[config.mk]
export PLATFORM = sky130hd
export DESIGN_NAME = canerr_irq_top
export DESIGN_NICKNAME = d
export VERILOG_FILES = /design/src/rtl/canerr_pkg.sv /design/src/rtl/errcnt_track.sv /design/src/rtl/busoff_ctrl.sv /design/src/rtl/mb_events.sv /design/src/rtl/flag_bank.sv /design/src/rtl/canerr_irq_top.sv
export SDC_FILE = /design/constraint.sdc
export NUM_CORES = 1
export LEC_CHECK = 0
export BUFFER_PORTS_ARGS = -buffer_cell sky130_fd_sc_hd__buf_4
export CORE_MARGIN = 2
export CORE_UTILIZATION = 60
export CTS_BUF_LIST = sky130_fd_sc_hd__clkbuf_4
export CTS_CLUSTER_SIZE = 16
export DETAILED_ROUTE_END_ITERATION = 7
export PLACE_DENSITY = 0.9
export REMOVE_ABC_BUFFERS = 1
export SYNTH_ARGS = -nofsm -noshare
export SYNTH_HDL_FRONTEND = slang
export SYNTH_SLANG_ARGS = --single-unit
[constraint.sdc]
create_clock -name clk -period 7.65 [get_ports clk]
set_input_delay 1.1475 -clock clk [delete_from_list [all_inputs] [get_ports clk]]
set_output_delay 1.1475 -clock clk [all_outputs]
set_load 0.05 [all_outputs]
[src/rtl/canerr_pkg.sv]
package canerr_pkg;

    localparam int NFLAG     = 11;
    localparam int F_RSTHLT  = 0;
    localparam int F_DATARX  = 1;
    localparam int F_RMTRX   = 2;
    localparam int F_TXWARN  = 3;
    localparam int F_RXWARN  = 4;
    localparam int F_PASSIVE = 5;
    localparam int F_BUSOFF  = 6;
    localparam int F_OVLD    = 7;
    localparam int F_EMPTY   = 8;
    localparam int F_OVRUN   = 9;
    localparam int F_WAKE    = 10;

    typedef logic [NFLAG-1:0] flag_vec_t;

endpackage

[src/rtl/errcnt_track.sv]
module errcnt_track #(
    parameter int W       = 9,
    parameter int SAT     = 256,
    parameter int WARN    = 96,
    parameter int PASSIVE = 128,
    parameter int AMT_W   = 4
) (
    input  logic             clk,
    input  logic             rst_n,
    input  logic             inc_i,
    input  logic             dec_i,
    input  logic [AMT_W-1:0] amt_i,
    input  logic             clr_i,
    output logic [W-1:0]     cnt_o,
    output logic             warn_evt_o,
    output logic             pass_evt_o,
    output logic             full_evt_o
);

    localparam logic [W-1:0] SAT_V  = W'(SAT);
    localparam logic [W-1:0] WARN_V = W'(WARN);
    localparam logic [W-1:0] PASS_V = W'(PASSIVE);

    typedef struct packed {
        logic [W-1:0] cnt;
    } cnt_st_t;

    cnt_st_t     st_d, st_q;
    logic [W:0]  sum_d;
    logic        moved_d;

    always_comb begin
        st_d  = st_q;
        sum_d = {1'b0, st_q.cnt} + (W+1)'(amt_i);
        if (clr_i) begin
            st_d.cnt = '0;
        end else if (inc_i) begin
            st_d.cnt = (sum_d > {1'b0, SAT_V}) ? SAT_V : sum_d[W-1:0];
        end else if (dec_i && st_q.cnt != '0) begin
            st_d.cnt = st_q.cnt - 1'b1;
        end
        moved_d = (st_d.cnt != st_q.cnt);
    end

    assign warn_evt_o = moved_d && (st_d.cnt == WARN_V);
    assign pass_evt_o = moved_d && (st_d.cnt == PASS_V);
    assign full_evt_o = moved_d && (st_d.cnt == SAT_V);
    assign cnt_o      = st_q.cnt;

    always_ff @(posedge clk or negedge rst_n) begin
        if (!rst_n) st_q <= '0;
        else        st_q <= st_d;
    end

    // counter never leaves its range
    a_r2_cnt_ceiling: assert property (@(posedge clk) disable iff (!rst_n)
        cnt_o <= SAT_V);
    // a warning event leaves the counter on the warning value
    a_r3_warn_lands: assert property (@(posedge clk) disable iff (!rst_n)
        warn_evt_o |=> cnt_o == WARN_V);
    // a passive event leaves the counter on the passive value
    a_r4_pass_lands: assert property (@(posedge clk) disable iff (!rst_n)
        pass_evt_o |=> cnt_o == PASS_V);
    // at the ceiling an increment keeps the value
    a_r2_sat_hold: assert property (@(posedge clk) disable iff (!rst_n)
        (cnt_o == SAT_V && inc_i && !clr_i) |=> cnt_o == SAT_V);

endmodule

[src/rtl/busoff_ctrl.sv]
module busoff_ctrl #(
    parameter int SEQ_LIMIT = 128
) (
    input  logic clk,
    input  logic rst_n,
    input  logic tec_full_i,
    input  logic seq_i,
    output logic bus_off_o,
    output logic enter_evt_o,
    output logic leave_evt_o
);

    localparam int SW = $clog2(SEQ_LIMIT + 1);
    localparam logic [SW-1:0] SEQ_LAST = SW'(SEQ_LIMIT - 1);

    typedef struct packed {
        logic          bo;
        logic [SW-1:0] seq;
    } bo_st_t;

    bo_st_t st_d, st_q;

    always_comb begin
        st_d        = st_q;
        enter_evt_o = 1'b0;
        leave_evt_o = 1'b0;
        if (!st_q.bo) begin
            if (tec_full_i) begin
                st_d.bo     = 1'b1;
                st_d.seq    = '0;
                enter_evt_o = 1'b1;
            end
        end else if (seq_i) begin
            if (st_q.seq == SEQ_LAST) begin
                st_d.bo     = 1'b0;
                st_d.seq    = '0;
                leave_evt_o = 1'b1;
            end else begin
                st_d.seq = st_q.seq + 1'b1;
            end
        end
    end

    assign bus_off_o = st_q.bo;

    always_ff @(posedge clk or negedge rst_n) begin
        if (!rst_n) st_q <= '0;
        else        st_q <= st_d;
    end

    // entering bus-off raises the state on the next edge
    a_r5_enter_state: assert property (@(posedge clk) disable iff (!rst_n)
        enter_evt_o |=> bus_off_o);
    // leaving bus-off drops the state on the next edge
    a_r6_leave_state: assert property (@(posedge clk) disable iff (!rst_n)
        leave_evt_o |=> !bus_off_o);
    // the run counter stays below the limit
    a_r6_seq_bound: assert property (@(posedge clk) disable iff (!rst_n)
        st_q.seq <= SEQ_LAST);
    // strobes outside bus-off do not move the run counter
    a_r6_seq_idle: assert property (@(posedge clk) disable iff (!rst_n)
        !bus_off_o |-> st_q.seq == '0);

endmodule

[src/rtl/mb_events.sv]
module mb_events #(
    parameter int NMB = 4
) (
    input  logic           clk,
    input  logic           rst_n,
    input  logic [NMB-1:0] rx_done_i,
    input  logic [NMB-1:0] rmt_done_i,
    input  logic [NMB-1:0] rx_pend_i,
    input  logic [NMB-1:0] rmt_pend_i,
    input  logic [NMB-1:0] tx_pend_i,
    input  logic [NMB-1:0] mb_mask_i,
    output logic           datarx_evt_o,
    output logic           rmtrx_evt_o,
    output logic           ovrun_evt_o,
    output logic           empty_evt_o
);

    typedef struct packed {
        logic [NMB-1:0] tx_prev;
    } mb_st_t;

    mb_st_t         st_d, st_q;
    logic [NMB-1:0] dat_v, rmt_v, ovr_v, fall_v;

    for (genvar i = 0; i < NMB; i++) begin : g_mb
        assign dat_v[i]  = rx_done_i[i]  & ~mb_mask_i[i];
        assign rmt_v[i]  = rmt_done_i[i] & ~mb_mask_i[i];
        assign ovr_v[i]  = (rx_done_i[i] | rmt_done_i[i]) & ~mb_mask_i[i]
                         & (rx_pend_i[i] | rmt_pend_i[i]);
        assign fall_v[i] = st_q.tx_prev[i] & ~tx_pend_i[i];
    end

    always_comb begin
        st_d         = st_q;
        st_d.tx_prev = tx_pend_i;
    end

    assign datarx_evt_o = |dat_v;
    assign rmtrx_evt_o  = |rmt_v;
    assign ovrun_evt_o  = |ovr_v;
    assign empty_evt_o  = |fall_v;

    always_ff @(posedge clk or negedge rst_n) begin
        if (!rst_n) st_q <= '0;
        else        st_q <= st_d;
    end

    // fully masked mailboxes raise no receive event
    a_r9_masked_quiet: assert property (@(posedge clk) disable iff (!rst_n)
        (&mb_mask_i) |-> !(datarx_evt_o || rmtrx_evt_o || ovrun_evt_o));
    // no empty event while every pending bit was low last cycle
    a_r10_needs_fall: assert property (@(posedge clk) disable iff (!rst_n)
        empty_evt_o |-> $past(tx_pend_i) != '0);

endmodule

[src/rtl/flag_bank.sv]
module flag_bank
    import canerr_pkg::*;
(
    input  logic      clk,
    input  logic      rst_n,
    input  flag_vec_t set_i,
    input  flag_vec_t clr_i,
    input  flag_vec_t src_mask_i,
    output flag_vec_t flags_o,
    output logic      irq_o
);

    typedef struct packed {
        flag_vec_t flags;
    } fb_st_t;

    fb_st_t    st_d, st_q;
    flag_vec_t mask_eff;

    always_comb begin
        st_d           = st_q;
        st_d.flags     = (st_q.flags & ~clr_i) | set_i;
        mask_eff       = src_mask_i;
        mask_eff[F_RSTHLT] = 1'b0;
    end

    assign flags_o = st_q.flags;
    assign irq_o   = |(st_q.flags & ~mask_eff);

    always_ff @(posedge clk or negedge rst_n) begin
        if (!rst_n) st_q <= '0;
        else        st_q <= st_d;
    end

    // a flag falls only under its own clear bit
    a_r12_sticky: assert property (@(posedge clk) disable iff (!rst_n)
        (($past(flags_o) & ~$past(clr_i) & ~flags_o) == '0));
    // an event wins over a same-cycle clear
    a_r12_set_wins: assert property (@(posedge clk) disable iff (!rst_n)
        (set_i != '0) |=> (($past(set_i) & ~flags_o) == '0));
    // the reset/halt flag cannot be masked
    a_r13_rh_unmasked: assert property (@(posedge clk) disable iff (!rst_n)
        flags_o[F_RSTHLT] |-> irq_o);

endmodule

[src/rtl/canerr_irq_top.sv]
module canerr_irq_top
    import canerr_pkg::*;
#(
    parameter int NMB         = 4,
    parameter int AMT_W       = 4,
    parameter int SEQ_LIMIT   = 128,
    parameter int WARN_LVL    = 96,
    parameter int PASSIVE_LVL = 128
) (
    input  logic             clk,
    input  logic             rst_n,
    input  logic             tec_inc_i,
    input  logic             tec_dec_i,
    input  logic [AMT_W-1:0] tec_amt_i,
    input  logic             rec_inc_i,
    input  logic             rec_dec_i,
    input  logic [AMT_W-1:0] rec_amt_i,
    input  logic             recseq_i,
    input  logic             standby_i,
    input  logic             rx_pin_i,
    input  logic [NMB-1:0]   rx_done_i,
    input  logic [NMB-1:0]   rmt_done_i,
    input  logic [NMB-1:0]   rx_pend_i,
    input  logic [NMB-1:0]   rmt_pend_i,
    input  logic [NMB-1:0]   tx_pend_i,
    input  logic [NMB-1:0]   mb_mask_i,
    input  logic             ovld_sent_i,
    input  logic             rsthlt_done_i,
    input  logic [10:0]      src_mask_i,
    input  logic [10:0]      flag_clr_i,
    output logic [10:0]      flags_o,
    output logic             irq_o,
    output logic [8:0]       tec_o,
    output logic [7:0]       rec_o,
    output logic             bus_off_o
);

    localparam int TEC_W   = 9;
    localparam int REC_W   = 8;
    localparam int TEC_SAT = 1 << (TEC_W - 1);
    localparam int REC_SAT = (1 << REC_W) - 1;

    typedef struct packed {
        logic rx_prev;
    } top_st_t;

    top_st_t   st_d, st_q;
    logic      wake_evt;
    logic      tec_warn, tec_pass, tec_full;
    logic      rec_warn, rec_pass, rec_full;
    logic      bo_enter, bo_leave;
    logic      dat_evt, rmt_evt, ovr_evt, emp_evt;
    flag_vec_t set_v;

    always_comb begin
        st_d         = st_q;
        st_d.rx_prev = rx_pin_i;
        wake_evt     = standby_i & st_q.rx_prev & ~rx_pin_i;
    end

    always_ff @(posedge clk or negedge rst_n) begin
        if (!rst_n) st_q <= '{rx_prev: 1'b1};
        else        st_q <= st_d;
    end

    errcnt_track #(
        .W(TEC_W), .SAT(TEC_SAT), .WARN(WARN_LVL), .PASSIVE(PASSIVE_LVL), .AMT_W(AMT_W)
    ) u_tec (
        .clk(clk), .rst_n(rst_n),
        .inc_i(tec_inc_i), .dec_i(tec_dec_i), .amt_i(tec_amt_i), .clr_i(bus_off_o),
        .cnt_o(tec_o), .warn_evt_o(tec_warn), .pass_evt_o(tec_pass), .full_evt_o(tec_full)
    );

    errcnt_track #(
        .W(REC_W), .SAT(REC_SAT), .WARN(WARN_LVL), .PASSIVE(PASSIVE_LVL), .AMT_W(AMT_W)
    ) u_rec (
        .clk(clk), .rst_n(rst_n),
        .inc_i(rec_inc_i), .dec_i(rec_dec_i), .amt_i(rec_amt_i), .clr_i(bus_off_o),
        .cnt_o(rec_o), .warn_evt_o(rec_warn), .pass_evt_o(rec_pass), .full_evt_o(rec_full)
    );

    busoff_ctrl #(.SEQ_LIMIT(SEQ_LIMIT)) u_bo (
        .clk(clk), .rst_n(rst_n),
        .tec_full_i(tec_full), .seq_i(recseq_i),
        .bus_off_o(bus_off_o), .enter_evt_o(bo_enter), .leave_evt_o(bo_leave)
    );

    mb_events #(.NMB(NMB)) u_mb (
        .clk(clk), .rst_n(rst_n),
        .rx_done_i(rx_done_i), .rmt_done_i(rmt_done_i),
        .rx_pend_i(rx_pend_i), .rmt_pend_i(rmt_pend_i),
        .tx_pend_i(tx_pend_i), .mb_mask_i(mb_mask_i),
        .datarx_evt_o(dat_evt), .rmtrx_evt_o(rmt_evt),
        .ovrun_evt_o(ovr_evt), .empty_evt_o(emp_evt)
    );

    always_comb begin
        set_v            = '0;
        set_v[F_RSTHLT]  = rsthlt_done_i;
        set_v[F_DATARX]  = dat_evt;
        set_v[F_RMTRX]   = rmt_evt;
        set_v[F_TXWARN]  = tec_warn;
        set_v[F_RXWARN]  = rec_warn;
        set_v[F_PASSIVE] = tec_pass | rec_pass;
        set_v[F_BUSOFF]  = bo_enter | bo_leave;
        set_v[F_OVLD]    = ovld_sent_i;
        set_v[F_EMPTY]   = emp_evt;
        set_v[F_OVRUN]   = ovr_evt;
        set_v[F_WAKE]    = wake_evt;
    end

    flag_bank u_flags (
        .clk(clk), .rst_n(rst_n),
        .set_i(set_v), .clr_i(flag_clr_i), .src_mask_i(src_mask_i),
        .flags_o(flags_o), .irq_o(irq_o)
    );

    // the receive counter never reports a full event above its ceiling
    a_r2_rec_full_ceiling: assert property (@(posedge clk) disable iff (!rst_n)
        rec_full |=> rec_o == 8'(REC_SAT));
    // counters read zero one edge into bus-off
    a_r5_cleared: assert property (@(posedge clk) disable iff (!rst_n)
        (bus_off_o && $past(bus_off_o)) |-> (tec_o == '0 && rec_o == '0));
    // no wakeup flag rise outside standby
    a_r7_standby_only: assert property (@(posedge clk) disable iff (!rst_n)
        (!standby_i && !flags_o[F_WAKE]) |=> !flags_o[F_WAKE]);

endmodule

==> summary.txt <==
Run status
  – Status: finished clean

Yosys
  – Largest family of logic cells by synthesized area: compound AO/OA/AOI/OAI gates
  – Register area share after synthesis: between 20% and 30%
  – Synth Area per Inst: 8.022 sq um
  – Ys Warns: 0
  – Synth Flop Type: dfrtp_1
  – Synth area leader: dfrtp_1
  – Compound-Gate Fraction of Synth Area: between 30% and 40%
  – Post-synth EDFFs: 0
  – Post-Synthesis Cells: 457
  – Cell area after synthesis: about 3700 sq um
  – Largest cells by area after synthesis: dfrtp_1, inv_1, ha_1
  – Yosys reg bits: 42
  – Simple-gate portion of the synthesized area: 23.41%
  – Post-synthesis xor/xnor area fraction: 3.106%
  – Adder-cell share of the synthesized area: 5.188%
  – Netlist cell types: 74
  – Synth top area share: 27.99%
  – Share of flip-flops with an asynchronous set or reset: 100.0%
  – Multiplexer area fraction after synthesis: 1.945%

STA
  – Setup Skew: 0.01590 ns
  – Setup TNS Final: 0 ns
  – Rel. slew slack: a little under two fifths
  – RSZ-0062 raised after global routing: no
  – Max Fclk: 221.7 MHz
  – Fin. max-slew vios: 0
  – Final period utilization: just under 60%
  – Period minus WS final: 4.511 ns
  – Final hold vios: 0
  – # setup viols final: 0
  – Slew @ Worst Pin: approximately 0.91 ns

Layout
  – Nets: 613
  – Commonest non-fill, non-tap cell in the layout: buf_4
  – Most frequent cells in the layout: buf_4, inv_1, dfrtp_1, nor2_1, nand2_1
  – Synth-to-Final Area Change: 21.23%
  – # diodes: 0
  – Share of layout cells above drive strength 1: 23.18%
  – Final core occ: 75.06%

Global routing
  – Largest net degree at the start of global routing: 43
  – Met3 Usage GRT: 2.826%
  – Total GRT Usage: a little under a third
  – Grt met2 use: 52.28%
  – Vias in the first global route: between 3000 and 4000
  – First-pass GRT wire length: 16100 microns
  – Grt peak-use layer: met2
  – Grt ovf: 0
  – Initial antenna violation count: 0
  – GRT met1 Usage: 39.18%

Detailed routing
  – Vias/cell: 6.625
  – Via Count: 4041
  – Wirelength per Cell: 17.03 microns
  – Drt first pass iters: 5
  – Number of nets with antenna violations after routing: 0
  – Final WL: 10390 microns
  – Initial DRC Count: 251
  – Drc violations: 0

Die
  – Initial Util: 61.92%
  – I/O Pins: 95
  – Die width: 82.17 microns
  – Die Y: 82.17 microns
  – Row count: 28
  – Core area: 5921 sq um
  – Die Area: 6751 sq um

Clocking
  – CTS max path bufs: 2
  – Cts hold-fix bufs: 0
  – Post-CTS sizing: 0
  – Clock sink total: 42
  – Worst skew pair latency: 0.36 ns
  – Max H-tree Level: 2
  – Clock Pin Slew Worst Setup and Hold Paths: 0.13 ns
  – CTS buffer count: 5
  – Post-CTS setup buffers: 0
  – TritonCTS clock tree: done
  – Root Buffer: clkbuf_4

Setup path
  – Setup Crit Path Kind: input pin to flop
  – Crit path arrival time: roughly 4.7 ns
  – Startpoint Class: input pin
  – Crit Path Max Fanout: 10
  – Critical Path Sink Type: flop
  – WP data required: 7.87 ns

Min path
  – Hold Crit Class: flop to flop

Power
  – Maximum vdd drop: 0.0003775 V
  – Pleak: 1.969 nW
  – Overall Power: 0.001657 W
  – PwrDens: 372.8 nW/um^2

Placed design
  – IO Port Bufs: 93
  – HPWL Detailed: ~7600 microns
  – Final RePlAce weighted congestion: 0.9192

Flow run
  – Max-Cap Viols: 0
==> area by class of cell <==
cell class	count	area (sq um)
timing repair buffer	94	705.7
clock inverter	2	37.54
sequential	42	1052
clock buffer	6	45.04
fill	474	1476
multi-input combinational	347	2345
tap	75	93.84
inverter	44	165.2
==> flip-flops by register name, summed over array words and instances, names as in the netlist <==
| name | count |
|---|---|
| u_tec.cnt_o | 9 |
| u_mb.st_q | 4 |
| u_bo.bus_off_o | 1 |
| u_rec.cnt_o | 8 |
| st_q | 1 |
| u_bo.st_q | 8 |
| u_flags.flags_o | 11 |
==> worst paths after layout <==
| check | start | end | slack [ns] | cells past startpoint |
|---|---|---|---|---|
| worst max register to register | u_tec.cnt_o[0] | u_bo.st_q[6] | 3.34 | 11 |
| worst max-delay path | tec_amt_i[0] | u_bo.st_q[6] | 3.14 | 12 |
| worst min-delay path | st_q | u_flags.flags_o[10] | 0.49 | 2 |
| max in group asynchronous | rst_n | st_q | 6.51 | 1 |
| worst min register to register | st_q | u_flags.flags_o[10] | 0.49 | 2 |
| min in group asynchronous | rst_n | u_tec.cnt_o[2] | 0.75 | 1 |
==> cells in the mapped netlist, types with 3 or more instances <==
library cell	number
inv_1	44
dfrtp_1	41
nor2_1	37
nand2_1	35
a21oi_1	23
clkbuf_1	18
o21ai_0	18
o22ai_1	15
nor3_1	13
ha_1	12
a211oi_1	9
o221ai_1	9
xnor2_1	9
a31oi_1	8
nand3_1	8
nor2b_1	8
o211ai_1	8
o21ai_1	7
a21o_1	6
mux2i_1	6
nand2b_1	6
nand3b_1	6
or2_2	6
and3_1	5
buf_2	5
nand4_1	5
nor4_1	5
o31ai_1	5
a222oi_1	4
nor3b_1	4
o2111ai_1	4
or4_1	4
xor2_1	4
a221oi_1	3
and4_1	3
o41ai_1	3
==> worst max-delay path, stage by stage <==
cell       delay (ns)
buf_4            0.08
ha_1             0.18
inv_1            0.06
fa_1             0.44
nand2b_1         0.20
a21oi_1          0.47
mux2i_1          0.16
nor4b_1          0.67
a21o_1           0.29
a221oi_2         0.11
a2111oi_4        0.70
o211ai_1         0.21
==> per-stage QoR <==
stage / instance area (sq um) / setup slack (ns) / hold WS (ns) / cells
finish: 4444 / 3.139 / 0.4929 / 610
global route: 4444 / 2.954 / 0.5308 / 610
CTS: 4444 / 3.201 / 0.5042 / 610
detailed placement: 4362 / 2.883 / 0.4932 / 602
global placement: 4362 / 3.045 / 0.4701 / 602
floorplan: 3562 / 3.596 / 0.4537 / 433
==> layer usage <==
| metal | part of all wire (%) | vias to the layer above |
|---|---|---|
| met2 | 51 | 231 |
| met5 | 0 | - |
| met4 | 2.6 | 0 |
| met1 | 38 | 1896 |
| met3 | 8.6 | 39 |
| li1 | - | 1875 |
==> cell families after synthesis <==
logic type	after synthesis
muxes	7
xor gates and xnor gates	13
adders and majority gates	14
DFF	42
AOI/OAI and AO/OA	153
and+or+nand+nor	160
buffers and inverters	68
==> where the power goes <==
part | internal, W | switching [W] | total (W)
logic | 0.000406 | 0.000669 | 0.00107
clock network | 0.0000725 | 0.0000748 | 0.000147
registers | 0.000278 | 0.000157 | 0.000435
total | 0.000756 | 0.000901 | 0.00166
(Power assumes the default switching activity.)
